==> config.mk <==
export PLATFORM = sky130hd
export DESIGN_NAME = simd_packed_alu
export DESIGN_NICKNAME = d
export VERILOG_FILES = /design/src/rtl/simd_alu_pkg.sv /design/src/rtl/simd_lane_arith.sv /design/src/rtl/simd_width_slice.sv /design/src/rtl/simd_bitwise.sv /design/src/rtl/simd_packed_alu.sv
export SDC_FILE = /design/constraint.sdc
export NUM_CORES = 1
export LEC_CHECK = 0
export BUFFER_PORTS_ARGS = -buffer_cell sky130_fd_sc_hd__buf_2
export CAP_MARGIN = 20
export CORE_MARGIN = 5
export CORE_UTILIZATION = 55
export CTS_CLUSTER_DIAMETER = 50
export DETAILED_ROUTE_END_ITERATION = 6
export PLACE_DENSITY = 0.76
export SYNTH_ARGS = -nofsm -noshare
export SYNTH_HDL_FRONTEND = slang
export SYNTH_SLANG_ARGS = --single-unit
==> constraint.sdc <==
create_clock -name clk -period 8.9 [get_ports clk]
set_clock_uncertainty 0.05 [all_clocks]
set_input_delay 1.335 -clock clk [delete_from_list [all_inputs] [get_ports clk]]
set_output_delay 1.335 -clock clk [all_outputs]
set_load 0.1 [all_outputs]
==> src/rtl/simd_alu_pkg.sv <==
// Package: shared operation codes for the packed lane ALU.
// Assumes a 4-bit operation field. Values 12..15 are reserved and produce zero.
package simd_alu_pkg;

    typedef enum logic [3:0] {
        OP_ADD    = 4'd0,
        OP_ADDS   = 4'd1,
        OP_ADDUS  = 4'd2,
        OP_SUB    = 4'd3,
        OP_SUBS   = 4'd4,
        OP_SUBUS  = 4'd5,
        OP_CMPEQ  = 4'd6,
        OP_CMPGT  = 4'd7,
        OP_AND    = 4'd8,
        OP_ANDN   = 4'd9,
        OP_OR     = 4'd10,
        OP_XOR    = 4'd11,
        OP_RSV12  = 4'd12,
        OP_RSV13  = 4'd13,
        OP_RSV14  = 4'd14,
        OP_RSV15  = 4'd15
    } alu_op_e;

endpackage

==> src/rtl/simd_lane_arith.sv <==
// Module: one lane of add/subtract/compare.
// It works on one lane of LANE_W bits, with no carry in from and no carry out to its neighbours.
// Clamping decisions use only this lane's sign bits and carry.
// Non-arithmetic opcodes give zero here; the top module selects another source for them.
module simd_lane_arith
    import simd_alu_pkg::*;
#(
    parameter int LANE_W = 8
) (
    input  alu_op_e             op,
    input  logic [LANE_W-1:0]   a,
    input  logic [LANE_W-1:0]   b,
    output logic [LANE_W-1:0]   res
);

    localparam logic [LANE_W-1:0] ALL_ONES = {LANE_W{1'b1}};
    localparam logic [LANE_W-1:0] SIGN_MAX = {1'b0, {(LANE_W-1){1'b1}}};
    localparam logic [LANE_W-1:0] SIGN_MIN = {1'b1, {(LANE_W-1){1'b0}}};

    logic               is_sub;
    logic [LANE_W-1:0]  b_eff;
    logic [LANE_W:0]    wide;
    logic [LANE_W-1:0]  raw;
    logic               carry;
    logic               sgn_ovf;
    logic               uns_ovf;
    logic               eq_hit;
    logic               gt_hit;

    // Purpose: decide whether this opcode subtracts.
    always_comb begin
        is_sub = (op == OP_SUB) || (op == OP_SUBS) || (op == OP_SUBUS);
    end

    // Purpose: one shared adder; a subtract adds the inverted b plus one.
    always_comb begin
        b_eff = is_sub ? ~b : b;
        wide  = {1'b0, a} + {1'b0, b_eff} + {{LANE_W{1'b0}}, is_sub};
        raw   = wide[LANE_W-1:0];
        carry = wide[LANE_W];
    end

    // Purpose: find signed and unsigned overflow from this lane's own bits.
    always_comb begin
        sgn_ovf = (a[LANE_W-1] == b_eff[LANE_W-1]) && (raw[LANE_W-1] != a[LANE_W-1]);
        uns_ovf = is_sub ? ~carry : carry;
    end

    // Purpose: compute the two compare predicates.
    always_comb begin
        eq_hit = (a == b);
        gt_hit = ($signed(a) > $signed(b));
    end

    // Purpose: choose the lane result for the requested operation.
    always_comb begin
        unique case (op)
            OP_ADD, OP_SUB:     res = raw;
            OP_ADDS, OP_SUBS:   res = sgn_ovf ? (a[LANE_W-1] ? SIGN_MIN : SIGN_MAX) : raw;
            OP_ADDUS:           res = uns_ovf ? ALL_ONES : raw;
            OP_SUBUS:           res = uns_ovf ? '0 : raw;
            OP_CMPEQ:           res = {LANE_W{eq_hit}};
            OP_CMPGT:           res = {LANE_W{gt_hit}};
            default:            res = '0;
        endcase
    end

endmodule

==> src/rtl/simd_width_slice.sv <==
// Module: the full data word cut into lanes of one fixed width.
// Assumes DATA_W is a whole multiple of LANE_W. Each lane is an independent instance.
module simd_width_slice
    import simd_alu_pkg::*;
#(
    parameter int DATA_W = 64,
    parameter int LANE_W = 8
) (
    input  alu_op_e             op,
    input  logic [DATA_W-1:0]   a,
    input  logic [DATA_W-1:0]   b,
    output logic [DATA_W-1:0]   res
);

    localparam int LANES = DATA_W / LANE_W;

    // Purpose: one arithmetic lane per slot, with no chaining between them.
    for (genvar l = 0; l < LANES; l++) begin : g_lane
        simd_lane_arith #(
            .LANE_W (LANE_W)
        ) u_lane (
            .op  (op),
            .a   (a[l*LANE_W +: LANE_W]),
            .b   (b[l*LANE_W +: LANE_W]),
            .res (res[l*LANE_W +: LANE_W])
        );
    end

endmodule

==> src/rtl/simd_bitwise.sv <==
// Module: whole-word logic operations that ignore the lane size.
// Opcodes other than the four logic codes give zero.
module simd_bitwise
    import simd_alu_pkg::*;
#(
    parameter int DATA_W = 64
) (
    input  alu_op_e             op,
    input  logic [DATA_W-1:0]   a,
    input  logic [DATA_W-1:0]   b,
    output logic [DATA_W-1:0]   res
);

    // Purpose: apply the selected bitwise function to the full word.
    always_comb begin
        unique case (op)
            OP_AND:  res = a & b;
            OP_ANDN: res = ~a & b;
            OP_OR:   res = a | b;
            OP_XOR:  res = a ^ b;
            default: res = '0;
        endcase
    end

endmodule

==> src/rtl/simd_packed_alu.sv <==
// Module: top of the packed lane ALU.
// It evaluates all lane widths side by side, picks one by size,
// and registers the result together with a valid bit.
// Assumes a synchronous active-low reset, and that y holds between requests.
module simd_packed_alu
    import simd_alu_pkg::*;
#(
    parameter int DATA_W      = 64,
    parameter int BASE_LANE_W = 8,
    parameter int NUM_SIZES   = 3
) (
    input  logic                clk,
    input  logic                rst_n,
    input  logic                in_valid,
    input  logic [3:0]          op,
    input  logic [1:0]          size,
    input  logic [DATA_W-1:0]   a,
    input  logic [DATA_W-1:0]   b,
    output logic                out_valid,
    output logic [DATA_W-1:0]   y
);

    localparam int NUM_BYTES = DATA_W / 8;
    localparam logic [1:0] TOP_SIZE = 2'(NUM_SIZES - 1);

    alu_op_e            op_e;
    logic [1:0]         size_idx;
    logic [DATA_W-1:0]  arith_res [NUM_SIZES];
    logic [DATA_W-1:0]  sel_arith;
    logic [DATA_W-1:0]  logic_res;
    logic [DATA_W-1:0]  next_y;

    // Purpose: read the opcode as the package enum and fold size values above the widest width.
    always_comb begin
        op_e     = alu_op_e'(op);
        size_idx = (size > TOP_SIZE) ? TOP_SIZE : size;
    end

    // Purpose: one lane slice per supported width, each width double the one before.
    for (genvar g = 0; g < NUM_SIZES; g++) begin : g_width
        simd_width_slice #(
            .DATA_W (DATA_W),
            .LANE_W (BASE_LANE_W << g)
        ) u_slice (
            .op  (op_e),
            .a   (a),
            .b   (b),
            .res (arith_res[g])
        );
    end

    simd_bitwise #(
        .DATA_W (DATA_W)
    ) u_bitwise (
        .op  (op_e),
        .a   (a),
        .b   (b),
        .res (logic_res)
    );

    // Purpose: choose the slice output that matches the requested width.
    always_comb begin
        sel_arith = '0;
        for (int g = 0; g < NUM_SIZES; g++) begin
            if (size_idx == 2'(g)) sel_arith = arith_res[g];
        end
    end

    // Purpose: the top opcode bit separates bitwise/reserved codes from arithmetic codes.
    always_comb begin
        next_y = op[3] ? logic_res : sel_arith;
    end

    // Purpose: output register; it loads only on an accepted request.
    always_ff @(posedge clk) begin
        if (!rst_n) begin
            out_valid <= 1'b0;
            y         <= '0;
        end else begin
            out_valid <= in_valid;
            if (in_valid) y <= next_y;
        end
    end

    // valid appears exactly one cycle after the request.
    assert_latency_R7: assert property (@(posedge clk) disable iff (!rst_n)
        $past(rst_n) |-> (out_valid == $past(in_valid)));

    // the first cycle after reset shows cleared outputs.
    assert_reset_clear_R8: assert property (@(posedge clk) disable iff (!rst_n)
        !$past(rst_n) |-> (!out_valid && (y == '0)));

    // no accepted request means the result holds.
    assert_hold_R9: assert property (@(posedge clk) disable iff (!rst_n)
        ($past(rst_n) && !$past(in_valid)) |-> $stable(y));

    // Byte-level properties on the registered result.
    for (genvar k = 0; k < NUM_BYTES; k++) begin : g_chk
        // every byte of a compare result is 0x00 or 0xFF at any lane width.
        assert_cmp_mask_R5: assert property (@(posedge clk) disable iff (!rst_n)
            (out_valid && ($past(op) == 4'(OP_CMPEQ) || $past(op) == 4'(OP_CMPGT)))
            |-> (y[k*8 +: 8] == 8'h00 || y[k*8 +: 8] == 8'hFF));

        // an unsigned clamped byte add never drops below its first operand.
        assert_usat_add_R4: assert property (@(posedge clk) disable iff (!rst_n)
            (out_valid && $past(op) == 4'(OP_ADDUS) && $past(size) == 2'd0)
            |-> (y[k*8 +: 8] >= $past(a[k*8 +: 8])));

        // an unsigned clamped byte subtract never rises above its first operand.
        assert_usat_sub_R4: assert property (@(posedge clk) disable iff (!rst_n)
            (out_valid && $past(op) == 4'(OP_SUBUS) && $past(size) == 2'd0)
            |-> (y[k*8 +: 8] <= $past(a[k*8 +: 8])));
    end

endmodule

After elaboration in Yosys (flattened, before gate mapping)
Index checks and enable logic that the tools add are counted.
{"block": "totals", "memories": 0, "input_bits": 137, "regBits": 65, "output_inout_bits": 65, "romBits": 0, "latchBits": 0, "ramBits": 0}
{"block": "classes", "bitwise_logic": 33, "div": 0, "mux": 104, "n_eq_ne": 55, "n_shift": 0, "mul": 0, "magnitude_cmp": 15, "add_sub_neg": 28, "n_reduce_logical": 20}
{"operator": "one-hot mux 16 bit (6 select lines)", "n": 4}
{"operator": "one-hot mux 32 bit (6 select lines)", "n": 2}
{"operator": "one-hot mux 8 bit (6 select lines)", "n": 8}
{"operator": "two-way mux 16 bit", "n": 20}
{"operator": "two-way mux 32 bit", "n": 10}
{"operator": "two-way mux 8 bit", "n": 40}
{"operator": "two-way mux 64 bit", "n": 4}
{"operator": "one-hot mux 64 bit (4 select lines)", "n": 1}
{"operator": "bitwise AND 64 bit", "n": 2}
{"operator": "adder 8 x 8 -> 9 bit", "n": 8}
{"operator": "adder 9 x 1 -> 9 bit", "n": 8}
{"operator": "adder 16 x 16 -> 17 bit", "n": 4}
{"operator": "adder 17 x 1 -> 17 bit", "n": 4}
{"operator": "adder 32 x 32 -> 33 bit", "n": 2}
{"operator": "adder 33 x 1 -> 33 bit", "n": 2}
{"operator": "== test 16 bit", "n": 4}
{"operator": "== test 32 bit", "n": 2}
{"operator": "== test 8 bit", "n": 8}
{"operator": "> comparator 16 bit", "n": 4}
{"operator": "> comparator 32 bit", "n": 2}
{"operator": "> comparator 8 bit", "n": 8}
{"operator": "NOT 16 bit", "n": 4}
{"operator": "NOT 32 bit", "n": 2}
{"operator": "NOT 64 bit", "n": 1}
{"operator": "20 further kinds", "n": 101}

Logic depth before layout (Yosys ltp)
{"block": "logic_depth", "word_depth": 14, "depth_mapped": 20, "mapped_depth_nobuf": 15}

By module
From an unflattened synthesis, not the netlist that was laid out.
{"block": "hier_totals", "hier_cells": 3922, "hier_area_um2": 28363.5}
{"mod": "simd_lane_arith (g_width[0].u_slice.g_lane[2].u_lane ...)", "area_per_inst_um2": 963.4, "cells_each": 128, "n_inst": 6}
{"mod": "simd_lane_arith (g_width[1].u_slice.g_lane[0].u_lane ...)", "area_per_inst_um2": 1679.1, "cells_each": 241, "n_inst": 3}
{"mod": "simd_packed_alu", "area_per_inst_um2": 3797.4, "cells_each": 369, "n_inst": 1}
{"mod": "simd_lane_arith (g_width[2].u_slice.g_lane[1].u_lane)", "area_per_inst_um2": 3532.1, "cells_each": 518, "n_inst": 1}
{"mod": "simd_lane_arith (g_width[2].u_slice.g_lane[0].u_lane)", "area_per_inst_um2": 3344.5, "cells_each": 491, "n_inst": 1}
{"mod": "simd_bitwise", "area_per_inst_um2": 3233.1, "cells_each": 548, "n_inst": 1}
{"mod": "simd_lane_arith (g_width[0].u_slice.g_lane[0].u_lane ...)", "area_per_inst_um2": 949.7, "cells_each": 132, "n_inst": 2}
{"mod": "simd_lane_arith (g_width[1].u_slice.g_lane[3].u_lane)", "area_per_inst_um2": 1739.2, "cells_each": 241, "n_inst": 1}

Worst setup path before layout
Ideal clock, no wire load.
{"block": "synth_path", "kind": "input -> register", "start": "input op[2]", "end": "register y[28]", "setup_ns": 0.136, "arrival_time_ns": 5.755, "cell_stages": 18, "setup_slack_ns": 2.958, "required_ns": 8.714, "path_cell_list": "buf_2 -> nand2b_1 -> a21oi_1 -> clkbuf_1 -> buf_1 -> xnor2_1 -> ha_1 -> a21o_1 -> a221o_1 -> a31oi_4 -> o21a_1 -> o211ai_1 -> a2111oi_4 -> or3b_1 -> buf_2 -> buf_6 -> o211ai_1 -> a31oi_1"}
{"block": "synth_between", "elab_chain_len": 14}
{"item": "from (decl)", "line_no": "simd_packed_alu.sv:15", "rtl": "input logic [3:0] op,"}
{"item": "branches (longest 13 deep; another with adder 32 x 32 -> 33 bit)"}
{"item": "two-way mux 64 bit *", "line_no": "simd_packed_alu.sv:71", "rtl": "next_y = op[3] ? logic_res : sel_arith;"}
{"item": "to (signal assigned)", "line_no": "simd_packed_alu.sv:81", "rtl": "if (in_valid) y <= next_y;"}
{"item": "to (decl)", "line_no": "simd_packed_alu.sv:20", "rtl": "output logic [DATA_W-1:0] y"}
Every way passes the cells marked *.
A chain may end at the register's enable or synchronous reset.

Final worst setup path
{"block": "layout_path", "start": "input op[1]", "end": "register y[27]"}
Same word-level chain as after synthesis.

==> results by group <==
Logic synthesis
  – Post-Syn Area per Cell: 6.70 um2
  – Synthesized area: 16900 um2
  – #FFs+latches synth: 65
  – Top_reg_cell synth: dfxtp_1
  – Synth Net Count: 2870
  – EDFF count, synth: 0
  – Yosys Warn Count: 0
  – Seq/Total Area, Yosys: 7.68%
  – Fraction of registers with async set/reset: 0%
  – Syn Inst Count: 2528
  – Netlist cell types: 89

Worst setup path
  – CP max FO: 63
  – CP max stage delay: 0.77 ns
  – Critical Path End Type: flop
  – Worst Path Arrival: 7.35 ns
  – CP Cell Sequence: buf_4 -> nand3b_1 -> a21oi_4 -> buf_4 -> xnor2_1 -> ha_1 -> o21a_1 -> a221o_1 -> a31oi_4 -> o21a_1 -> o211ai_1 -> a2111oi_4 -> or3b_1 -> o211ai_1 -> a31oi_1
  – CP max-delay cell: or3b_1
  – Worst Path Required: 9.09 ns
  – Kind of critical path: input port to flop
  – CP startpoint kind: input port

Floorplan
  – Initial Utilization: 55.5%
  – Die Span Y: 186 um
  – Num rows: 64
  – Die outline area: 34400 um2
  – DIE WIDTH: 186 um
  – I/O Pins: 202
  – Core area: 30500 um2

Clocking
  – CTS tree: built
  – Clk_lat worst skew: 0.37 ns
  – Num CTS Buffers: 9
  – Clk slew on worst S/H paths: 0.06 ns
  – H-tree level count: 3
  – Post-CTS setup buffer count: 0
  – CTS max path bufs: 2
  – Cts repair resizes: 0
  – Clock sinks: 65
  – CTS root buffer: clkbuf_16
  – Hold_buf cts: 0

Drt
  – Remaining DRCs: 2
  – Drt first pass iters: 7
  – Routed WL: 74100 um
  – Via count: 20884
  – Post-route ant nets: 0
  – Drt via density: 6.95
  – Drt wl/cell: 24.6 um
  – Initial DRC Count: 2914

GRT
  – Initial antenna violation count: 0
  – GR Overflow Total: 0
  – GRT Total Usage: 41.2%
  – Vias in the first global route: 19130
  – Global-route wire length before repair: 111000 um
  – Largest net degree at the start of global routing: 70

Final layout
  – Final Instance Area: 18400 um2
  – Nets@finish: 2948
  – Area delta synth->final: 8.42%
  – Multi-input logic area: 14400 um2
  – Filler cells: 2967
  – Diodes inserted: 0
  – Share of layout cells above drive strength 1: 11.5%
  – Final core utilization: 60.2%
  – FF/Latch Area: 1300 um2

Power
  – Int Power: 0.00106 W
  – Flop pwr share: 14.1%
  – Power, Total: 0.00240 W
  – P_sw: 0.00134 W
  – Combinational power share: 69.2%
  – Pwr dens: 130 nW/um2
  – Sw frac: 55.9%
  – Maximum vdd ir drop: 0.101 mV
  – Clock share of power: 16.7%
  – Pleak: 7.95 nW

STA
  – Pins Over Slew Limit: 0
  – Final Hold Fails: 0
  – Worst-margin pin slew: 1.17 ns
  – Final period util: 80.4%
  – Setup TNS: 0 ns
  – Endpoints failing setup: 0
  – RSZ-0062 raised after global routing: no
  – WHS: 0.486 ns
  – Tmin final: 7.16 ns
  – FMAX: 0.140 GHz
  – Max-slew headroom: 21.5%

Placed design
  – Port-buffer cells: 201
  – Placed Area: 18000 um2
  – Hpwl dp: 56100 um
  – Gp weighted congestion: 1.08

Job
  – Max cap viols: 0

Status
  – Status: finished, violations left
  – Violated checks: DRC

Hold path
  – HP Class: flop to flop
[flip-flops by register name, summed over array words and instances, names as in the netlist]
signal,cells
y,64
out_valid,1
[per-layer routing]
layer | share of wire [%] | global-route usage (%)
met1 | 41 | 57.6
met2 | 42 | 62.6
met3 | 12 | 6.53
met4 | 5.2 | 17.8
met5 | 0 | 0
[layout by cell type (no fill, tap or decap), types with 14 or more instances in the layout]
cell	netlist	routed
o31ai_1	23	23
buf_4	3	29
nand4_1	23	23
and3_1	14	14
inv_1	178	178
a211oi_1	33	33
buf_2	11	198
ha_1	197	197
o21a_1	29	29
nor2_1	194	192
xnor2_1	144	144
o21ai_0	254	253
nor4_1	20	19
nand2_1	218	218
a221oi_1	22	22
a21oi_1	267	266
nor2b_1	36	35
o211ai_1	44	44
nor3_1	74	72
a31oi_1	55	55
and2_1	15	15
mux2i_1	32	32
nand2b_1	18	17
nand3_1	37	37
o22ai_1	15	15
xor2_1	64	64
dfxtp_1	65	65
or3_1	16	16
a21o_1	30	30
[synthesized netlist by cell type (11+ instances only)]
| cell type | n | area (um2) |
|---|---|---|
| a211oi_1 | 33 | 248 |
| a21boi_0 | 11 | 82.6 |
| a21o_1 | 30 | 225 |
| a21oi_1 | 267 | 1340 |
| a221oi_1 | 22 | 193 |
| a311oi_1 | 11 | 96.3 |
| a31oi_1 | 55 | 344 |
| and2_1 | 15 | 93.8 |
| and3_1 | 14 | 87.6 |
| buf_1 | 20 | 75.1 |
| buf_2 | 11 | 55.1 |
| clkbuf_1 | 126 | 473 |
| dfxtp_1 | 65 | 1300 |
| ha_1 | 197 | 2460 |
| inv_1 | 178 | 668 |
| mux2i_1 | 32 | 320 |
| nand2_1 | 218 | 818 |
| nand2b_1 | 18 | 113 |
| nand3_1 | 37 | 185 |
| nand4_1 | 23 | 144 |
| nor2_1 | 194 | 728 |
| nor2b_1 | 36 | 225 |
| nor3_1 | 74 | 370 |
| nor4_1 | 20 | 125 |
| o211ai_1 | 44 | 330 |
| o21a_1 | 29 | 218 |
| o21ai_0 | 254 | 1270 |
| o221ai_1 | 11 | 96.3 |
| o22ai_1 | 15 | 93.8 |
| o311ai_0 | 11 | 96.3 |
| o31ai_1 | 23 | 173 |
| or3_1 | 16 | 100 |
| or4_1 | 12 | 90.1 |
| xnor2_1 | 144 | 1260 |
| xor2_1 | 64 | 561 |
[critical path, delay by kind of cell]
family	cells	cell delay, ns
AOI/OAI and AO/OA	9	2.93
and+or+nand+nor	2	1.22
buffers and inverters	2	1.18
adders and majority gates	1	0.46
xor gates and xnor gates	1	0.13
[layout make-up]
class | count | area share (%)
Multi-Input combinational cell | 2122 | 78.3
Sequential cell | 65 | 7.08
Timing Repair Buffer | 228 | 6.66
Inverter | 180 | 3.68
Tap cell | 396 | 2.70
Clock buffer | 9 | 1.23
Clock inverter | 7 | 0.388
[power by group through the flow]
| stage | combinational (W) | sequential [W] | clock, W |
|---|---|---|---|
| after floorplan | 0.000992 | 0.000526 | 0 |
| after global placement | 0.00159 | 0.000342 | 0 |
| after detailed placement | 0.00160 | 0.000342 | 0 |
| after CTS | 0.00161 | 0.000336 | 0.000392 |
| after global routing | 0.00176 | 0.000339 | 0.000405 |
| final | 0.00166 | 0.000337 | 0.000400 |
[per-stage QoR]
| step | cells | worst slack (ns) |
|---|---|---|
| after floorplan | 2528 | 2.96 |
| after global placement | 2989 | 1.77 |
| after detailed placement | 2989 | 1.57 |
| after CTS | 3005 | 1.96 |
| after global routing | 3007 | 1.53 |
| final | 3007 | 1.74 |
[logic make-up after synthesis]
logic type	after synthesis	synth area share (%)
XOR/XNOR	208	10.8
multiplexers	36	2.29
buffers and inverters	341	7.75
AND/OR/NAND/NOR	724	20.5
flip-flops	65	7.68
AO/OA/AOI/OAI	949	35.5
adder cells (fa/ha/maj)	205	15.5
[worst paths after layout]
kind                                         start                  to  slack [ns]  depth (start not counted)
worst max-delay path                         op[1]  y[27]$_SDFFE_PN0P_        1.74                         15
worst min-delay path            y[25]$_SDFFE_PN0P_  y[25]$_SDFFE_PN0P_        0.49                          2
worst max register to register  y[32]$_SDFFE_PN0P_  y[32]$_SDFFE_PN0P_        7.69                          4
worst min register to register  y[25]$_SDFFE_PN0P_  y[25]$_SDFFE_PN0P_        0.49                          2
No activity file was read; power rests on OpenSTA's default activity.
